File: src/rtl/hps_pkg.sv
// Shared types for the dual hot-swap sequencer.
// Assumes: nothing; pure declarations.
package hps_pkg;
    typedef enum logic [2:0] {
        CH_OFF   = 3'd0,
        CH_DEB   = 3'd1,
        CH_START = 3'd2,
        CH_ON    = 3'd3,
        CH_COOL  = 3'd4,
        CH_LATCH = 3'd5
    } ch_state_t;
endpackage

File: src/rtl/hps_cool.sv
// Shared cool-down timer: loads on any trip, counts down, can be cleared
// by an ON bypass. Assumes load_i and clear_i are synchronous pulses.
module hps_cool #(
    parameter int COOL_TICKS = 1000
) (
    input  logic clk,
    input  logic rst_n,
    input  logic load_i,
    input  logic clear_i,
    output logic busy_o
);
    localparam int CW = $clog2(COOL_TICKS + 1);
    localparam logic [CW-1:0] COOL_LD = CW'(COOL_TICKS);

    logic [CW-1:0] cnt_q;

    // Countdown register; a trip has priority over a bypass clear.
    always_ff @(posedge clk) begin
        if (!rst_n)             cnt_q <= '0;
        else if (load_i)        cnt_q <= COOL_LD;
        else if (clear_i)       cnt_q <= '0;
        else if (cnt_q != '0)   cnt_q <= cnt_q - 1'b1;
    end

    assign busy_o = (cnt_q != '0);

    p_cool_load_r10: assert property (@(posedge clk) disable iff (!rst_n)
        load_i |=> busy_o);
endmodule

File: src/rtl/hps_chan.sv
// One hot-swap channel: debounce, start-up window, breaker timer and fault
// handling, all sharing one down-counter. Assumes all inputs synchronous and
// that start_ok_i / partner_trip_i come from the pair-level arbitration.
module hps_chan
    import hps_pkg::*;
#(
    parameter int DEB_TICKS   = 8,
    parameter int START_TICKS = 20,
    parameter int BRK_TICKS   = 4
) (
    input  logic      clk,
    input  logic      rst_n,
    input  logic      cond_i,
    input  logic      on_i,
    input  logic      ilim_i,
    input  logic      brk_i,
    input  logic      pg_i,
    input  logic      start_ok_i,
    input  logic      deb_restart_i,
    input  logic      partner_trip_i,
    input  logic      cool_busy_i,
    input  logic      retry_i,
    output ch_state_t state_o,
    output logic      deb_done_o,
    output logic      entering_o,
    output logic      trip_o,
    output logic      bypass_o,
    output logic      gate_o,
    output logic      pg_o,
    output logic      flt_o
);
    localparam int MAXT = (DEB_TICKS > START_TICKS)
                          ? ((DEB_TICKS > BRK_TICKS) ? DEB_TICKS : BRK_TICKS)
                          : ((START_TICKS > BRK_TICKS) ? START_TICKS : BRK_TICKS);
    localparam int TW = $clog2(MAXT + 1);
    localparam logic [TW-1:0] DEB_LD   = TW'(DEB_TICKS - 1);
    localparam logic [TW-1:0] START_LD = TW'(START_TICKS - 1);
    localparam logic [TW-1:0] BRK_LD   = TW'(BRK_TICKS - 1);

    ch_state_t     st_q, st_d;
    logic [TW-1:0] t_q, t_d;
    logic          flt_q, flt_d;

    // Next-state, timer and trip decode for the channel.
    always_comb begin
        st_d   = st_q;
        t_d    = t_q;
        trip_o = 1'b0;
        case (st_q)
            CH_OFF: if (cond_i) begin
                st_d = CH_DEB;
                t_d  = DEB_LD;
            end
            CH_DEB: begin
                if (!cond_i)                          st_d = CH_OFF;
                else if (deb_restart_i && t_q != '0)  t_d  = DEB_LD;
                else if (t_q != '0)                   t_d  = t_q - 1'b1;
                else if (on_i && start_ok_i) begin
                    st_d = CH_START;
                    t_d  = START_LD;
                end
            end
            CH_START: begin
                if (!cond_i || !on_i)  st_d = CH_OFF;
                else if (t_q != '0)    t_d  = t_q - 1'b1;
                else if (ilim_i) begin
                    trip_o = 1'b1;
                    st_d   = CH_COOL;
                end else begin
                    st_d = CH_ON;
                    t_d  = BRK_LD;
                end
            end
            CH_ON: begin
                if (!cond_i || !on_i)  st_d = CH_OFF;
                else if (!brk_i)       t_d  = BRK_LD;
                else if (t_q != '0)    t_d  = t_q - 1'b1;
                else begin
                    trip_o = 1'b1;
                    st_d   = CH_COOL;
                end
            end
            CH_COOL: begin
                if (!on_i)             st_d = CH_OFF;
                else if (!cool_busy_i) st_d = retry_i ? CH_OFF : CH_LATCH;
            end
            CH_LATCH: if (!on_i) st_d = CH_OFF;
            default: st_d = CH_OFF;
        endcase
        if (partner_trip_i && st_q != CH_COOL && st_q != CH_LATCH)
            st_d = CH_COOL;
        flt_d = trip_o ? 1'b1 : ((st_d == CH_OFF) ? 1'b0 : flt_q);
    end

    // State, timer and fault flag registers.
    always_ff @(posedge clk) begin
        if (!rst_n) begin
            st_q  <= CH_OFF;
            t_q   <= '0;
            flt_q <= 1'b0;
        end else begin
            st_q  <= st_d;
            t_q   <= t_d;
            flt_q <= flt_d;
        end
    end

    assign state_o    = st_q;
    assign deb_done_o = (st_q == CH_DEB) && (t_q == '0);
    assign entering_o = (st_q == CH_OFF) && cond_i;
    assign bypass_o   = (st_q == CH_COOL) && !on_i;
    assign gate_o     = (st_q == CH_START) || (st_q == CH_ON);
    assign pg_o       = (st_q == CH_ON) && pg_i;
    assign flt_o      = flt_q;

    p_start_cond_r2: assert property (@(posedge clk) disable iff (!rst_n)
        $rose(gate_o) |-> $past(cond_i) && $past(on_i) && $past(start_ok_i));
    p_trip_off_r6: assert property (@(posedge clk) disable iff (!rst_n)
        $rose(flt_o) |-> !gate_o);
    p_pg_gate_r7: assert property (@(posedge clk) disable iff (!rst_n)
        pg_o |-> gate_o && pg_i);
    p_latch_hold_r12: assert property (@(posedge clk) disable iff (!rst_n)
        (st_q == CH_LATCH && on_i) |=> !gate_o);
endmodule

File: src/rtl/hot_pair_seq.sv
// Pair-level sequencer: derives each channel's ON control, arbitrates
// coupled/independent starts, shares the cool-down timer and propagates
// coupled trips. Assumes couple_mode changes only while both channels are off.
module hot_pair_seq
    import hps_pkg::*;
#(
    parameter int DEB_TICKS   = 12_500_000,
    parameter int START_TICKS = 12_500_000,
    parameter int BRK_TICKS   = 2_500,
    parameter int COOL_MULT   = 50
) (
    input  logic       clk,
    input  logic       rst_n,
    input  logic       on_pin,
    input  logic       couple_mode,
    input  logic [1:0] uv_ok,
    input  logic [1:0] ov_ok,
    input  logic [1:0] en_in,
    input  logic [1:0] ilim_act,
    input  logic [1:0] brk_over,
    input  logic [1:0] pg_in,
    input  logic [1:0] reg_on_sel,
    input  logic [1:0] reg_on_val,
    input  logic [1:0] retry_en,
    output logic [1:0] gate_en,
    output logic [1:0] pg_out,
    output logic [1:0] oc_fault
);
    localparam int COOL_TICKS = COOL_MULT * START_TICKS;

    ch_state_t  st [2];
    logic [1:0] on_ctl, start_ok, deb_restart, partner_trip;
    logic [1:0] deb_done, entering, trip, bypass;
    logic       cool_busy;

    for (genvar i = 0; i < 2; i++) begin : g_ch
        localparam int J = 1 - i;

        // Per-channel ON source select and pair arbitration.
        always_comb begin
            on_ctl[i]       = reg_on_sel[i] ? reg_on_val[i] : on_pin;
            start_ok[i]     = !cool_busy &&
                              (couple_mode ? (deb_done[J] && on_ctl[J])
                                           : (st[J] != CH_START));
            deb_restart[i]  = entering[J];
            partner_trip[i] = couple_mode && trip[J];
        end

        hps_chan #(
            .DEB_TICKS  (DEB_TICKS),
            .START_TICKS(START_TICKS),
            .BRK_TICKS  (BRK_TICKS)
        ) u_chan (
            .clk           (clk),
            .rst_n         (rst_n),
            .cond_i        (uv_ok[i] && ov_ok[i] && en_in[i]),
            .on_i          (on_ctl[i]),
            .ilim_i        (ilim_act[i]),
            .brk_i         (brk_over[i]),
            .pg_i          (pg_in[i]),
            .start_ok_i    (start_ok[i]),
            .deb_restart_i (deb_restart[i]),
            .partner_trip_i(partner_trip[i]),
            .cool_busy_i   (cool_busy),
            .retry_i       (retry_en[i]),
            .state_o       (st[i]),
            .deb_done_o    (deb_done[i]),
            .entering_o    (entering[i]),
            .trip_o        (trip[i]),
            .bypass_o      (bypass[i]),
            .gate_o        (gate_en[i]),
            .pg_o          (pg_out[i]),
            .flt_o         (oc_fault[i])
        );
    end

    hps_cool #(.COOL_TICKS(COOL_TICKS)) u_cool (
        .clk    (clk),
        .rst_n  (rst_n),
        .load_i (|trip),
        .clear_i(|bypass),
        .busy_o (cool_busy)
    );

    p_couple_trip_r8: assert property (@(posedge clk) disable iff (!rst_n)
        (couple_mode && (|trip)) |=> (gate_en == 2'b00));
    p_cool_block_r10: assert property (@(posedge clk) disable iff (!rst_n)
        cool_busy |=> !$rose(gate_en[0]) && !$rose(gate_en[1]));
    p_indep_block_r5: assert property (@(posedge clk) disable iff (!rst_n)
        (!couple_mode && st[1] == CH_START && st[0] == CH_DEB) |=> (st[0] != CH_START));
endmodule

File: config.mk
export PLATFORM = sky130hd
export DESIGN_NAME = hot_pair_seq
export DESIGN_NICKNAME = d
export VERILOG_FILES = /design/src/rtl/hps_pkg.sv /design/src/rtl/hps_cool.sv /design/src/rtl/hps_chan.sv /design/src/rtl/hot_pair_seq.sv
export SDC_FILE = /design/constraint.sdc
export NUM_CORES = 1
export LEC_CHECK = 0
export CORE_ASPECT_RATIO = 0.8
export CORE_MARGIN = 2
export CORE_UTILIZATION = 41
export CTS_CLUSTER_DIAMETER = 40
export DETAILED_ROUTE_END_ITERATION = 6
export GPL_ROUTABILITY_DRIVEN = 0
export PLACE_DENSITY = 0.58
export SLEW_MARGIN = 25
export SYNTH_ARGS = -nofsm -noshare
export SYNTH_HDL_FRONTEND = slang
export SYNTH_SLANG_ARGS = --single-unit
export TNS_END_PERCENT = 100
File: constraint.sdc
create_clock -name clk -period 7.33 [get_ports clk]
set_input_delay 1.466 -clock clk [delete_from_list [all_inputs] [get_ports clk]]
set_output_delay 1.466 -clock clk [all_outputs]
set_load 0.05 [all_outputs]
# Yosys cells after proc, flatten, opt, wreduce, memory -nomap -nowiden
# Index checks and enable logic that the tools add are counted.
dict set report word_totals {
  regBits 86
  latchBits 0
  ramBits 0
  rom_bits 0
  input_bits 22
  word_cells 179
  n_memories 0
}
dict set report classes {
  addsub 3
  multipliers 0
  n_div 0
  magnitude_cmp 0
  n_eq_ne 30
  shift 0
  n_mux 83
  bitwise 1
  n_reduce_logical 54
}
# operator n
set ops {}
lappend ops {{2-to-1 mux 24 bit} 22}
lappend ops {{one-hot mux 24 bit (4 select lines)} 2}
lappend ops {{2-to-1 mux 3 bit} 32}
lappend ops {{2-to-1 mux 30 bit} 3}
lappend ops {{zero test 24 bit} 2}
lappend ops {{nonzero test 24 bit} 2}
lappend ops {{subtractor 24 x 1 -> 24 bit, second input constant} 2}
lappend ops {{one-hot mux 3 bit (6 select lines)} 2}
lappend ops {{nonzero test 30 bit} 1}
lappend ops {{subtractor 30 x 1 -> 30 bit, second input constant} 1}
lappend ops {{logical AND 1 bit} 26}
lappend ops {{2-to-1 mux 1 bit} 20}
lappend ops {{!= test 3 x 2 -> 1 bit, second input constant} 6}
lappend ops {{AND reduction 8 bit} 2}
lappend ops {{equality test 3 x 2 -> 1 bit, second input constant} 4}
lappend ops {{equality test 3 bit, second input constant} 4}
lappend ops {{zero test 3 bit} 4}
lappend ops {{!= test 3 bit, second input constant} 4}
lappend ops {{!= test 2 x 1 -> 1 bit, second input constant} 4}
lappend ops {{!= test 2 bit, second input constant} 4}
lappend ops {{!= test 4 x 1 -> 1 bit, second input constant} 2}
lappend ops {{nonzero test 4 bit} 2}
lappend ops {{equality test 3 x 1 -> 1 bit, second input constant} 2}
lappend ops {{zero test 1 bit} 5}
lappend ops {{7 further kinds} 13}

# Longest topological paths before layout
dict set report depth {
  ltp_word 15
  depth_mapped 11
}

# Hierarchy
# Synthesis repeated with hierarchy kept, for this count alone.
dict set report unflattened {
  cells_unflattened 707
  area_unflattened_um2 5491.5
}
# mod n_inst cells_each area_per_inst_um2 seq_area_each_um2
set by_module_without_submodules {}
lappend by_module_without_submodules {hps_chan 2 263 1946.9 560.5}
lappend by_module_without_submodules {hps_cool 1 166 1492.7 600.6}
lappend by_module_without_submodules {hot_pair_seq 1 15 105.1 0.0}

# Worst setup path before layout
# OpenSTA, ideal clock, no wires.
dict set report synth_path {
  kind {in2reg}
  from {input reg_on_sel[1]}
  to {register g_ch[0].u_chan.t_q[9]}
  setup_ns 0.138
  arrival_ns 3.208
  required_time_ns 7.192
  slack_ns 3.984
  cell_stages 9
  path_cell_list {mux2_2 -> nand2_1 -> o31a_1 -> o311a_4 -> or2_1 -> buf_2 -> clkbuf_1 -> o31ai_1 -> a21oi_1}
}
dict set report synth_between {
  elab_chain_cells 7
}
# item line
set synth_lines {}
lappend synth_lines {{from (decl)} hot_pair_seq.sv:22} ;# input logic [1:0] reg_on_sel,
lappend synth_lines {{2-to-1 mux 1 bit} hot_pair_seq.sv:41} ;# on_ctl[i] = reg_on_sel[i] ? reg_on_val[i] : on_pin;
lappend synth_lines {{logical AND 1 bit} hot_pair_seq.sv:43} ;# (couple_mode ? (deb_done[J] && on_ctl[J])
lappend synth_lines {{2-to-1 mux 1 bit} hot_pair_seq.sv:43}
lappend synth_lines {{logical AND 1 bit} hot_pair_seq.sv:42} ;# start_ok[i] = !cool_busy &&
lappend synth_lines {{logical AND 1 bit} hps_chan.sv:58} ;# else if (on_i && start_ok_i) begin
lappend synth_lines {{!= test 4 x 1 -> 1 bit (no source line)} -}
lappend synth_lines {{AND reduction 8 bit (no source line)} -}
lappend synth_lines {{to (signal assigned)} hps_chan.sv:103} ;# t_q <= t_d;
lappend synth_lines {{to (decl)} hps_chan.sv:41} ;# logic [TW-1:0] t_q, t_d;
# Every way passes these cells.
# A chain may end at the register's enable or synchronous reset.

# Worst setup path in the final report
dict set report layout_path {
  from {input pg_in[1]}
  to {output pg_out[1]}
}
dict set report layout_between {
  elab_chain_cells 1
}
# item line
set layout_lines {}
lappend layout_lines {{from (decl)} hot_pair_seq.sv:21} ;# input logic [1:0] pg_in,
lappend layout_lines {{logical AND 1 bit} hps_chan.sv:113} ;# assign pg_o = (st_q == CH_ON) && pg_i;
lappend layout_lines {{to (decl)} hot_pair_seq.sv:26} ;# output logic [1:0] pg_out,
# Every way passes these cells.

==> impl_metrics.toml <==
[status]
run_status = "finished, final reports clean"

[cells_and_area]
seq_area_um2 = 1720
nets = 721
syn_to_final_growth_pct = 13.1
drive_above_1_share = 0.0587
multi_input_area_um2 = 3200
fin_util = 0.478
antenna_cells = 0
num-fill-cells = 1232

[sta]
relSlewSlack = 0.395
fin_tns_setup_ps = 0
fin_crit_ps = 4310
finClkSkew_ps = 10.8
finalHoldViolations = 0
tightest_slew_ps = 903
rsz0062_at_grt = "no"
setup_viol = 0
period_share = 0.588
fmax_mhz = 232
finalMaxSlewViolations = 0

[floorplan]
die_height_um = 105
die-area_um2 = 13600
start_util = 0.423
io_pins = 28
core_um2 = 12300
rows = 36
die_x_um = 130

[critical_path]
r2r_slack_ps = 3280
startpoint_type = "input pin"
required_ps = 5860
endpoint_kind = "output pin"
critPathKind = "input pin to output pin"
arrival_ps = 2850
critPathMaxFanout = 1

[drt]
antenna_left = 0
vias_per_cell = 5.98
dr.pass1.iters = 5
avgRoutedWirePerCell_um = 16.7
drt-total-wl_mm = 14.5
dr_total_vias = 5199
drtIter0Drc = 477
drc_errors = 0

[global_route]
grt_pass1_wl_mm = 23.9
grt_start_max_net_pins = 34
grt_pass1_vias = 4719
grt_overflow = 0
grt_usage = 0.216
antenna_found_initial = 0

[yosys]
synthDistinctLibCells = 60
synth_edf_count = 0
yosys_register_bits = 86
syn-num-nets = 722
yosys_warnings = 0
avgSynthCellArea_um2 = 7.46
async_reset_ff_frac = 0
synth_top_family_by_area = "simple AND/OR/NAND/NOR gates"
synthMuxAreaShare = 0.00797
netlist_area_um2 = 5180
synth_ff_type = "dfxtp_1"
yosysSeqAreaShare = 0.332
syn_inst = 694
synth-compound-area-share = 0.252
yosys.area_share.simple = 0.286
synth_xor_area_frac = 0.0541
synth_fa_ha_area_frac = 0.0145

[clock_tree]
cts_max_level = 3
cts_max_path_buffers = 2
cts_sinks = 86
holdBufCountCts = 0
cts_setup_buffers = 0
cts_resized = 0
numCtsBuffers = 9
ctsRootBufferMaster = "clkbuf_16"
clk_latency_ps = 350
cts.clk_slew.worst_paths_ps = 60
cts_tree = "done"

[place]
port_buffers = 27
dpl.hpwl_mm = 10.1

[power_and_ir_drop]
pwr-share-clk = 0.294
power_density_nw_per_um2 = 297
sw_frac_of_total = 0.358
power.switching_mw = 0.624
seq_power_share = 0.353
ir_worst_vdd_mv = 0.196
p_leak_nw = 2.11
power_frac_comb = 0.353
p_int_mw = 1.12

[job]
drv_cap = 0

[min_path]
worstHoldPathType = "flop to flop"
## critical path, cell delays in order
cell             delay (ps)
clkdlybuf4s50_1         440
and3_1                  140
clkdlybuf4s50_1         800
## power by group through the flow
stage                     registers [mW]  clock network, mW  logic (mW)
after global placement             0.619                  0       0.599
final                              0.614              0.511       0.614
after CTS                          0.613              0.523       0.611
after detailed placement           0.622                  0       0.604
after floorplan                    0.606                  0       0.495
after global routing               0.625              0.539       0.693
## routing by layer
layer	part of all wire	global-route usage	vias up	wire length [um]
met5	0	0	-	0
met4	0.011	0.0507	0	154
li1	-	-	2560	-
met2	0.43	0.317	154	6240
met3	0.059	0.0507	14	851
met1	0.50	0.319	2471	7230
## registers in the layout (all words and copies together), names as in the netlist
signal               cells
u_cool.cnt_q            30
g_ch.u_chan.t_q         48
g_ch.u_chan.state_o      6
g_ch.u_chan.flt_o        2
## cells in the final DEF (no fill, tap or decap), types with 4 or more instances in the layout
cell | netlist | routed
clkdlybuf4s50_1 | 0 | 27
clkbuf_16 | 0 | 9
a21oi_1 | 63 | 63
o41ai_1 | 4 | 4
a211oi_1 | 4 | 4
buf_4 | 6 | 5
o22ai_1 | 5 | 5
nand4_1 | 11 | 11
nand2_1 | 40 | 40
o211ai_1 | 6 | 6
a311oi_1 | 4 | 4
nor2_1 | 89 | 89
nand3_1 | 24 | 24
nand2b_1 | 7 | 7
o221a_2 | 5 | 5
nor4_1 | 21 | 20
o31a_1 | 4 | 4
or2_2 | 5 | 5
o21a_1 | 5 | 5
a21o_1 | 7 | 7
xor2_1 | 11 | 11
inv_1 | 22 | 22
nor4b_1 | 4 | 4
or3_1 | 21 | 21
xnor2_1 | 21 | 21
nor3_1 | 38 | 38
o31ai_1 | 6 | 6
a211o_1 | 4 | 4
a31oi_1 | 17 | 16
or4_1 | 8 | 8
dfxtp_1 | 86 | 86
ha_1 | 6 | 6
o21ai_0 | 57 | 57
and3_1 | 4 | 4
## final cells by class
type                       instances  area share
sequential                        86       0.294
clock inverter                     5      0.0139
tap                              171      0.0365
timing repair buffer              32      0.0525
multi-input combinational        542       0.546
clock buffer                      11      0.0431
inverter                          22      0.0141
## cells by family (layout without fill, tap and decap cells)
logic type | count (synthesis) | in the layout
and+or+nand+nor | 292 | 292
AOI/OAI and AO/OA | 208 | 208
DFF | 86 | 86
buffers and inverters | 66 | 70
xor gates and xnor gates | 32 | 32
adders and majority gates | 6 | 6
muxes | 4 | 4
## final timing paths
kind	from	end	cells past startpoint
setup / recovery	pg_in[1]	pg_out[1]	3
hold / removal	g_ch[0].u_chan.t_q[7]$_SDFFE_PN0P_	g_ch[0].u_chan.t_q[7]$_SDFFE_PN0P_	2
setup reg to reg	u_cool.cnt_q[20]$_SDFFE_PP0P_	g_ch[0].u_chan.t_q[16]$_SDFFE_PN0P_	7
hold reg to reg	g_ch[0].u_chan.t_q[7]$_SDFFE_PN0P_	g_ch[0].u_chan.t_q[7]$_SDFFE_PN0P_	2
## per-stage QoR
stage	area [um2]	power, mW	setup slack, ps	std cells	hold WS (ps)
2_1_floorplan	5180	1.10	3980	694	432
3_3_place_gp	5510	1.22	3020	853	448
3_5_place_dp	5510	1.23	2880	853	458
4_1_cts	5850	1.75	3010	869	467
5_1_grt	5860	1.86	2970	869	495
6_report	5860	1.74	3020	869	469
## synthesized netlist by cell type (5+ instances only)
| cell type | count | area [um2] |
|---|---|---|
| clkbuf_1 | 36 | 135 |
| inv_1 | 22 | 82.6 |
| dfxtp_1 | 86 | 1720 |
| o21ai_0 | 57 | 285 |
| a21oi_1 | 63 | 315 |
| a21o_1 | 7 | 52.6 |
| nand2_1 | 40 | 150 |
| ha_1 | 6 | 75.1 |
| xor2_1 | 11 | 96.3 |
| nor3_1 | 38 | 190 |
| nand4_1 | 11 | 68.8 |
| o22ai_1 | 5 | 31.3 |
| nor4_1 | 21 | 131 |
| xnor2_1 | 21 | 184 |
| nor2_1 | 89 | 334 |
| or4_1 | 8 | 60.1 |
| buf_4 | 6 | 45.0 |
| or3_1 | 21 | 131 |
| or2_2 | 5 | 31.3 |
| o31ai_1 | 6 | 45.0 |
| nand3_1 | 24 | 120 |
| o21a_1 | 5 | 37.5 |
| a31oi_1 | 17 | 106 |
| nand2b_1 | 7 | 43.8 |
| o221a_2 | 5 | 56.3 |
| o211ai_1 | 6 | 45.0 |
No activity file was read; power rests on OpenSTA's default activity.
